### src/rtl/fcc_pkg.sv
package fcc_pkg;

  typedef enum logic [2:0] {
    FS_RESV = 3'd0,
    FS_STBY = 3'd1,
    FS_DISA = 3'd2,
    FS_ENAB = 3'd3,
    FS_BLKD = 3'd4
  } fstate_e;

  typedef enum logic [2:0] {
    OP_CFG   = 3'd0,
    OP_DECFG = 3'd1,
    OP_RESET = 3'd2,
    OP_LOAD  = 3'd3,
    OP_QUERY = 3'd4
  } op_e;

  // flag bit positions in the 4-bit flag word
  localparam int FL_IRQ  = 0;
  localparam int FL_XLAT = 1;
  localparam int FL_HEN  = 2;
  localparam int FL_MBA  = 3;

  localparam logic [15:0] RC_NORMAL  = 16'h0010;
  localparam logic [15:0] RC_NOACT   = 16'h0020;
  localparam logic [15:0] RC_BADOP   = 16'h01F0;
  localparam logic [15:0] RC_SHORT   = 16'h0300;
  localparam logic [15:0] RC_UNKNOWN = 16'h09F0;
  localparam logic [15:0] RC_INRESV  = 16'h0AF0;

  // control-to-datapath strobes
  typedef struct packed {
    logic    load;
    logic    upd;
    fstate_e newState;
    logic    clrIrq;
    logic    clrXlat;
    logic    clrHen;
    logic    clrMba;
  } strobe_t;

endpackage

### src/rtl/fcc_table.sv
module fcc_table
  import fcc_pkg::*;
#(
  parameter int NUM_FUNCS = 8,
  parameter int ID_W      = 32,
  parameter int SLOT_W    = 3
) (
  input  logic              clk,
  input  logic              rstN,
  input  strobe_t           stb,
  input  logic [SLOT_W-1:0] loadSlot,
  input  logic [ID_W-1:0]   loadId,
  input  logic [2:0]        loadState,
  input  logic [3:0]        loadFlags,
  input  logic [ID_W-1:0]   lookupId,
  output logic              hit,
  output logic [SLOT_W-1:0] hitSlot,
  output logic [2:0]        hitState,
  output logic [3:0]        hitFlags
);

  logic              entValid [NUM_FUNCS];
  logic [ID_W-1:0]   entId    [NUM_FUNCS];
  logic [2:0]        entState [NUM_FUNCS];
  logic [3:0]        entFlags [NUM_FUNCS];
  logic [NUM_FUNCS-1:0] match;
  logic [3:0]        clrMask;

  // parallel identifier compare, one comparator per slot
  for (genvar g = 0; g < NUM_FUNCS; g++) begin : g_cmp
    assign match[g] = entValid[g] && (entId[g] == lookupId);
  end

  // lowest matching slot wins
  always_comb begin
    hitSlot = '0;
    for (int i = NUM_FUNCS - 1; i >= 0; i--) begin
      if (match[i]) hitSlot = SLOT_W'(i);
    end
  end

  assign hit      = |match;
  assign hitState = entState[hitSlot];
  assign hitFlags = entFlags[hitSlot];

  always_comb begin
    clrMask          = '0;
    clrMask[FL_IRQ]  = stb.clrIrq;
    clrMask[FL_XLAT] = stb.clrXlat;
    clrMask[FL_HEN]  = stb.clrHen;
    clrMask[FL_MBA]  = stb.clrMba;
  end

  always_ff @(posedge clk) begin
    if (!rstN) begin
      for (int i = 0; i < NUM_FUNCS; i++) begin
        entValid[i] <= 1'b0;
        entId[i]    <= '0;
        entState[i] <= FS_RESV;
        entFlags[i] <= '0;
      end
    end else begin
      for (int i = 0; i < NUM_FUNCS; i++) begin
        if (stb.load && loadSlot == SLOT_W'(i)) begin
          entValid[i] <= 1'b1;
          entId[i]    <= loadId;
          entState[i] <= loadState;
          entFlags[i] <= loadFlags;
        end else if (stb.upd && hit && hitSlot == SLOT_W'(i)) begin
          entState[i] <= stb.newState;
          entFlags[i] <= entFlags[i] & ~clrMask;
        end
      end
    end
  end

endmodule

### src/rtl/fcc_control.sv
module fcc_control
  import fcc_pkg::*;
#(
  parameter int ID_W    = 32,
  parameter int LEN_W   = 16,
  parameter int SLOT_W  = 3,
  parameter int MIN_LEN = 16
) (
  input  logic              clk,
  input  logic              rstN,
  input  logic              cmdValid,
  output logic              cmdReady,
  input  logic [2:0]        cmdOp,
  input  logic [ID_W-1:0]   cmdId,
  input  logic [LEN_W-1:0]  cmdLen,
  input  logic [SLOT_W-1:0] cmdSlot,
  input  logic [2:0]        cmdLoadState,
  input  logic [3:0]        cmdLoadFlags,
  input  logic              hit,
  input  logic [SLOT_W-1:0] hitSlot,
  input  logic [2:0]        hitState,
  input  logic [3:0]        hitFlags,
  output strobe_t           stb,
  output logic [ID_W-1:0]   lookupId,
  output logic [SLOT_W-1:0] loadSlot,
  output logic [ID_W-1:0]   loadId,
  output logic [2:0]        loadState,
  output logic [3:0]        loadFlags,
  output logic              done,
  output logic [15:0]       rspCode,
  output logic [2:0]        rspState,
  output logic [3:0]        rspFlags,
  output logic              irqTeardown,
  output logic              xlatTeardown,
  output logic [SLOT_W-1:0] tdSlot
);

  logic              busy;
  logic [2:0]        opQ;
  logic [ID_W-1:0]   idQ;
  logic [LEN_W-1:0]  lenQ;
  logic [SLOT_W-1:0] slotQ;
  logic [2:0]        lstQ;
  logic [3:0]        lflQ;

  logic [15:0] rcNext;
  logic [2:0]  stNext;
  logic [3:0]  flNext;
  logic        irqNext, xlatNext, lenShort;
  fstate_e     curState;

  assign cmdReady  = !busy;
  assign lookupId  = idQ;
  assign loadSlot  = slotQ;
  assign loadId    = idQ;
  assign loadState = lstQ;
  assign loadFlags = lflQ;
  assign curState  = fstate_e'(hitState);
  assign lenShort  = (opQ == OP_CFG || opQ == OP_DECFG) && (lenQ < LEN_W'(MIN_LEN));

  always_comb begin
    stb          = '0;
    stb.newState = curState;
    rcNext       = RC_NORMAL;
    stNext       = hitState;
    flNext       = hitFlags;
    irqNext      = 1'b0;
    xlatNext     = 1'b0;
    if (opQ == OP_LOAD) begin
      stb.load = 1'b1;
      stNext   = lstQ;
      flNext   = lflQ;
    end else if (opQ > OP_QUERY) begin
      rcNext = RC_BADOP;
      stNext = '0;
      flNext = '0;
    end else if (lenShort) begin
      rcNext = RC_SHORT;
      stNext = '0;
      flNext = '0;
    end else if (!hit) begin
      rcNext = RC_UNKNOWN;
      stNext = '0;
      flNext = '0;
    end else begin
      case (opQ)
        OP_CFG: begin
          if (curState == FS_RESV) rcNext = RC_INRESV;
          else if (curState == FS_STBY) begin
            stb.upd      = 1'b1;
            stb.newState = FS_DISA;
            stNext       = FS_DISA;
          end else rcNext = RC_NOACT;
        end
        OP_DECFG: begin
          if (curState == FS_RESV) rcNext = RC_INRESV;
          else if (curState == FS_STBY) rcNext = RC_NOACT;
          else begin
            stb.upd      = 1'b1;
            stb.newState = FS_STBY;
            stb.clrIrq   = 1'b1;
            stb.clrXlat  = 1'b1;
            irqNext      = hitFlags[FL_IRQ];
            xlatNext     = hitFlags[FL_XLAT];
            stNext       = FS_STBY;
            flNext[FL_IRQ]  = 1'b0;
            flNext[FL_XLAT] = 1'b0;
          end
        end
        OP_RESET: begin
          if (curState == FS_RESV) rcNext = RC_NOACT;
          else begin
            stb.upd     = 1'b1;
            stb.clrIrq  = 1'b1;
            stb.clrXlat = 1'b1;
            stb.clrMba  = 1'b1;
            irqNext     = hitFlags[FL_IRQ];
            xlatNext    = hitFlags[FL_XLAT];
            flNext[FL_IRQ]  = 1'b0;
            flNext[FL_XLAT] = 1'b0;
            flNext[FL_MBA]  = 1'b0;
            if (curState != FS_STBY) begin
              stb.newState   = FS_DISA;
              stb.clrHen     = 1'b1;
              stNext         = FS_DISA;
              flNext[FL_HEN] = 1'b0;
            end
          end
        end
        default: ;
      endcase
    end
  end

  always_ff @(posedge clk) begin
    if (!rstN) begin
      busy         <= 1'b0;
      opQ          <= '0;
      idQ          <= '0;
      lenQ         <= '0;
      slotQ        <= '0;
      lstQ         <= '0;
      lflQ         <= '0;
      done         <= 1'b0;
      rspCode      <= '0;
      rspState     <= '0;
      rspFlags     <= '0;
      irqTeardown  <= 1'b0;
      xlatTeardown <= 1'b0;
      tdSlot       <= '0;
    end else if (busy) begin
      busy         <= 1'b0;
      done         <= 1'b1;
      rspCode      <= rcNext;
      rspState     <= stNext;
      rspFlags     <= flNext;
      irqTeardown  <= irqNext;
      xlatTeardown <= xlatNext;
      tdSlot       <= hitSlot;
    end else begin
      done         <= 1'b0;
      irqTeardown  <= 1'b0;
      xlatTeardown <= 1'b0;
      if (cmdValid) begin
        busy  <= 1'b1;
        opQ   <= cmdOp;
        idQ   <= cmdId;
        lenQ  <= cmdLen;
        slotQ <= cmdSlot;
        lstQ  <= cmdLoadState;
        lflQ  <= cmdLoadFlags;
      end
    end
  end

endmodule

### src/rtl/func_cfg_ctrl.sv
module func_cfg_ctrl
  import fcc_pkg::*;
#(
  parameter int NUM_FUNCS = 8,
  parameter int ID_W      = 32,
  parameter int LEN_W     = 16,
  parameter int MIN_LEN   = 16,
  localparam int SLOT_W   = (NUM_FUNCS > 1) ? $clog2(NUM_FUNCS) : 1
) (
  input  logic              clk,
  input  logic              rstN,
  input  logic              cmdValid,
  output logic              cmdReady,
  input  logic [2:0]        cmdOp,
  input  logic [ID_W-1:0]   cmdId,
  input  logic [LEN_W-1:0]  cmdLen,
  input  logic [SLOT_W-1:0] cmdSlot,
  input  logic [2:0]        cmdLoadState,
  input  logic [3:0]        cmdLoadFlags,
  output logic              done,
  output logic [15:0]       rspCode,
  output logic [2:0]        rspState,
  output logic [3:0]        rspFlags,
  output logic              irqTeardown,
  output logic              xlatTeardown,
  output logic [SLOT_W-1:0] tdSlot
);

  strobe_t           stb;
  logic [ID_W-1:0]   lookupId, loadId;
  logic [SLOT_W-1:0] loadSlot, hitSlot;
  logic [2:0]        loadState, hitState;
  logic [3:0]        loadFlags, hitFlags;
  logic              hit;

  fcc_control #(
    .ID_W(ID_W), .LEN_W(LEN_W), .SLOT_W(SLOT_W), .MIN_LEN(MIN_LEN)
  ) u_ctrl (
    .clk(clk), .rstN(rstN),
    .cmdValid(cmdValid), .cmdReady(cmdReady), .cmdOp(cmdOp), .cmdId(cmdId),
    .cmdLen(cmdLen), .cmdSlot(cmdSlot), .cmdLoadState(cmdLoadState),
    .cmdLoadFlags(cmdLoadFlags),
    .hit(hit), .hitSlot(hitSlot), .hitState(hitState), .hitFlags(hitFlags),
    .stb(stb), .lookupId(lookupId), .loadSlot(loadSlot), .loadId(loadId),
    .loadState(loadState), .loadFlags(loadFlags),
    .done(done), .rspCode(rspCode), .rspState(rspState), .rspFlags(rspFlags),
    .irqTeardown(irqTeardown), .xlatTeardown(xlatTeardown), .tdSlot(tdSlot)
  );

  fcc_table #(
    .NUM_FUNCS(NUM_FUNCS), .ID_W(ID_W), .SLOT_W(SLOT_W)
  ) u_table (
    .clk(clk), .rstN(rstN), .stb(stb),
    .loadSlot(loadSlot), .loadId(loadId), .loadState(loadState),
    .loadFlags(loadFlags), .lookupId(lookupId),
    .hit(hit), .hitSlot(hitSlot), .hitState(hitState), .hitFlags(hitFlags)
  );

endmodule

### config.mk
export PLATFORM = sky130hd
export DESIGN_NAME = func_cfg_ctrl
export DESIGN_NICKNAME = d
export VERILOG_FILES = /design/src/rtl/fcc_pkg.sv /design/src/rtl/fcc_table.sv /design/src/rtl/fcc_control.sv /design/src/rtl/func_cfg_ctrl.sv
export SDC_FILE = /design/constraint.sdc
export NUM_CORES = 1
export LEC_CHECK = 0
export ABC_AREA = 1
export BUFFER_PORTS_ARGS = -buffer_cell sky130_fd_sc_hd__buf_4
export CAP_MARGIN = 20
export CORE_UTILIZATION = 53
export DETAILED_ROUTE_END_ITERATION = 6
export PLACE_DENSITY = 0.68
export SLEW_MARGIN = 20
export SYNTH_ARGS = -nofsm -noshare
export SYNTH_HDL_FRONTEND = slang
export SYNTH_SLANG_ARGS = --single-unit
### constraint.sdc
create_clock -name clk -period 5.6 [get_ports clk]
set_clock_uncertainty 0.15 [all_clocks]
set_input_delay 1.12 -clock clk [delete_from_list [all_inputs] [get_ports clk]]
set_output_delay 1.12 -clock clk [all_outputs]
set_load 0.01 [all_outputs]
==> out/qor.csv <==
stage,metric,value,unit
routing,vias,19280,
global_route,grt_pass1_vias,18420,
power_and_ir_drop,p_per_area,319.6,nW/um^2
synth,ys_seq_area_share,52.61,%
sta,worst-slew-pin-transition,1054,ps
power_and_ir_drop,power_leakage,10.17,nW
synth,async_flop_share,0,%
sta,holdWs,320.4,ps
sta,hold_violations,0,
clock_network,cts_max_path_buffers,3,
placement,dp_slack,654.9,ps
layout,final_nets,2741,
critical_path,worstPathArrival,5240,ps
die,core_area,38920,sq um
layout,diodes,0,
clock_network,cts-buffers-inserted,43,
layout,stdcell_count,3228,
sta,rsz0062_at_grt,false,
global_route,track_usage,39.46,%
synth,ys.flop_type,edfxtp_1,
layout,layout_commonest_cell,nand2_1,
placement,gp_congestion,1.073,
placement,io_buffers,80,
clock_network,cts.clk_slew.worst_paths,60,ps
die,ioPinCount,94,
critical_path,cp_num_buf_inv,3,
global_route,antenna_found_initial,0,
power_and_ir_drop,peakVddDrop,0.2451,mV
critical_path,required,5650,ps
hold_path,min_from,u_ctrl.rspCode[5],
routing,first_pass_iters,5,
die,start_util,54.22,%
global_route,overflow,0,
placement,dpl.cell_count,3150,
sta,period_needed,5195,ps
critical_path,cpMostUsedCell,nand2_1,
critical_path,cp_max_fo,15,
hold_path,hold_path_class,reg -> reg,
synth,netlist_area,21100,sq um
synth,postSynthAreaPerCell,8.249,sq um
synth,yosysWarnings,0,
die,num_rows,72,
sta,drv_slew,0,
sta,fmax,192.5,MHz
die,die_w,201.5,microns
routing,viasPerCell,5.972,
critical_path,cpMaxStageDelayCell,o21ai_0,
clock_network,clock_sinks,397,
run,drv_cap,0,
placement,placed_area,22480,sq um
global_route,grt_pass1_wl,115100,microns
clock_network,cts_setup_buffers,0,
clock_network,ctsHoldBuffers,0,
layout,fin_util,61.75,%
sta,fin_setup_tns,0,ps
sta,setup_violations,0,
die,die-area,40610,sq um
critical_path,max_stage_delay,830,ps
routing,wire_per_inst,24.82,microns
layout,fillers,3417,
synth,synth_edf_count,315,
routing,drc,0,
sta,setup_ws,405.5,ps
synth,synth-seq-cells,397,
synth,yosys-top-cells-area,"edfxtp_1, nand2_1, nor2_1",
layout,syn_to_final_growth,13.90,%
clock_network,cts_tree,yes,
placement,dp_hpwl,61440,microns
routing,antenna_left,0,
critical_path,critPathTopFamily,simple AND/OR/NAND/NOR gates,
routing,drt_first_iter_violations,2644,
layout,layout_common_cells,"nand2_1, nor2_1, edfxtp_1, inv_1, buf_4",
clock_network,htree_levels,2,
power_and_ir_drop,power,7.682,mW
synth,synth_area_leader_cell,edfxtp_1,
layout,stdcell_area,24030,sq um
die,die_h,201.5,microns
critical_path,critPathLaunchType,register,
global_route,grt_max_degree,69,
sta,slew_headroom,29.67,%
critical_path,end_kind,register,
routing,wl,80130,microns
critical_path,r2r-start,u_ctrl.loadId[10],
critical_path,cp-startpoint,u_ctrl.loadId[10],
synth,synthDistinctLibCells,63,
clock_network,clk_latency,580,ps
clock_network,cts-root-buf,clkbuf_16,
layout,final-seq-area,11100,sq um
sta,fin_crit_sh,92.76,%
outcome,status,finished clean,
synth,yosysTopAreaCellShare,44.83,%
layout,drive_gt1_share,12.51,%
synth,synth_cells,2558,
critical_path,worstSetupPathType,reg -> reg,
clock_network,cts_resized,0,
layout,multi_input_area,8426,sq um
[worst paths after layout]
check / endpoint / cells past startpoint / slack, ps
min: u_ctrl.rspCode[5] / 2 / 320
max: u_table.entState[5][0] / 26 / 410
max reg2reg: u_table.entState[5][0] / 26 / 410
min reg2reg: u_ctrl.rspCode[5] / 2 / 320
[layer usage]
metal,GRT usage [%],routed length (microns)
met1,54.49,31220
met2,58.34,34080
met3,10.20,11060
met4,17.72,3769
met5,0,0
[cell families after synthesis]
logic type | after synthesis | share of synthesized area (%)
and+or+nand+nor | 1463 | 30.28
DFF | 397 | 52.61
buffers and inverters | 381 | 7.667
AOI/OAI and AO/OA | 264 | 7.264
xor gates and xnor gates | 52 | 2.158
other | 1 | 0.01777
[worst reg2reg max path, cell delays in order (launching register included)]
cell and delay [ps]:
dfxtp_1 730, inv_2 270, nand2_1 170, nand2_1 70, nor2_1 100, nand2_1 70, nor2_1 80, nand2_1 100
nor2_1 150, nand2_1 210, nand2_1 200, nand2_1 70, nand2_1 90, nand2_1 90, nand2_4 120, nand2_4 160
nand4_1 120, nand2_1 60, inv_1 140, nand2_1 200, nand2_2 140, nand3_2 90, inv_2 90, nand2_2 70
nand2_4 100, nand3_2 140, o21ai_0 830
[cell usage after synthesis, types with 3 or more instances]
| cell type | instances |
|---|---|
| nor4_1 | 26 |
| nand4_1 | 99 |
| o2111ai_1 | 3 |
| xor2_1 | 14 |
| o21bai_1 | 6 |
| nand3_2 | 3 |
| nand2_2 | 12 |
| a22o_1 | 5 |
| a21oi_1 | 56 |
| clkbuf_1 | 39 |
| or2_1 | 19 |
| nor4b_1 | 4 |
| nor2_1 | 463 |
| or4_1 | 3 |
| o211ai_1 | 5 |
| or2_2 | 32 |
| nor2_2 | 4 |
| inv_1 | 245 |
| nand2_4 | 5 |
| dfxtp_1 | 82 |
| or2_0 | 3 |
| inv_2 | 34 |
| buf_2 | 24 |
| o221ai_1 | 4 |
| o21ai_1 | 17 |
| nand3_1 | 105 |
| buf_4 | 24 |
| nand3b_1 | 4 |
| nand2_1 | 625 |
| o21ai_0 | 99 |
| xnor2_1 | 38 |
| o22ai_1 | 53 |
| nor3_1 | 37 |
| edfxtp_1 | 315 |
| nor2_4 | 3 |
| buf_6 | 9 |
| clkinv_1 | 5 |
[where the power goes]
group	leakage (nW)	switching, mW	internal (mW)
Sequential	3.92	0.121	3.33
Clock	0.759	1.22	1.91
Combinational	5.48	0.784	0.319
[cell type report]
| class | instances | area share (%) |
|---|---|---|
| Timing Repair Buffer | 163 | 5.144 |
| Tap cell | 518 | 2.697 |
| Clock inverter | 13 | 0.8278 |
| Clock buffer | 65 | 5.649 |
| Inverter | 284 | 4.436 |
| Sequential cell | 397 | 46.19 |
| Multi-Input combinational cell | 1788 | 35.06 |
[registers in the layout, indices dropped and copies added (netlist names)]
signal,flops
u_ctrl.busy,1
u_ctrl.loadSlot,3
u_ctrl.done,1
u_ctrl.xlatTeardown,1
u_ctrl.rspFlags,4
u_ctrl.opQ,3
u_ctrl.rspState,3
u_ctrl.loadId,32
u_table.entState,24
u_ctrl.tdSlot,3
u_ctrl.rspCode,6
u_table.entId,256
u_ctrl.loadState,3
u_ctrl.irqTeardown,1
u_table.entValid,8
u_table.entFlags,32
u_ctrl.lenQ,12
u_ctrl.loadFlags,4
Power figures use the tool's default switching activity.
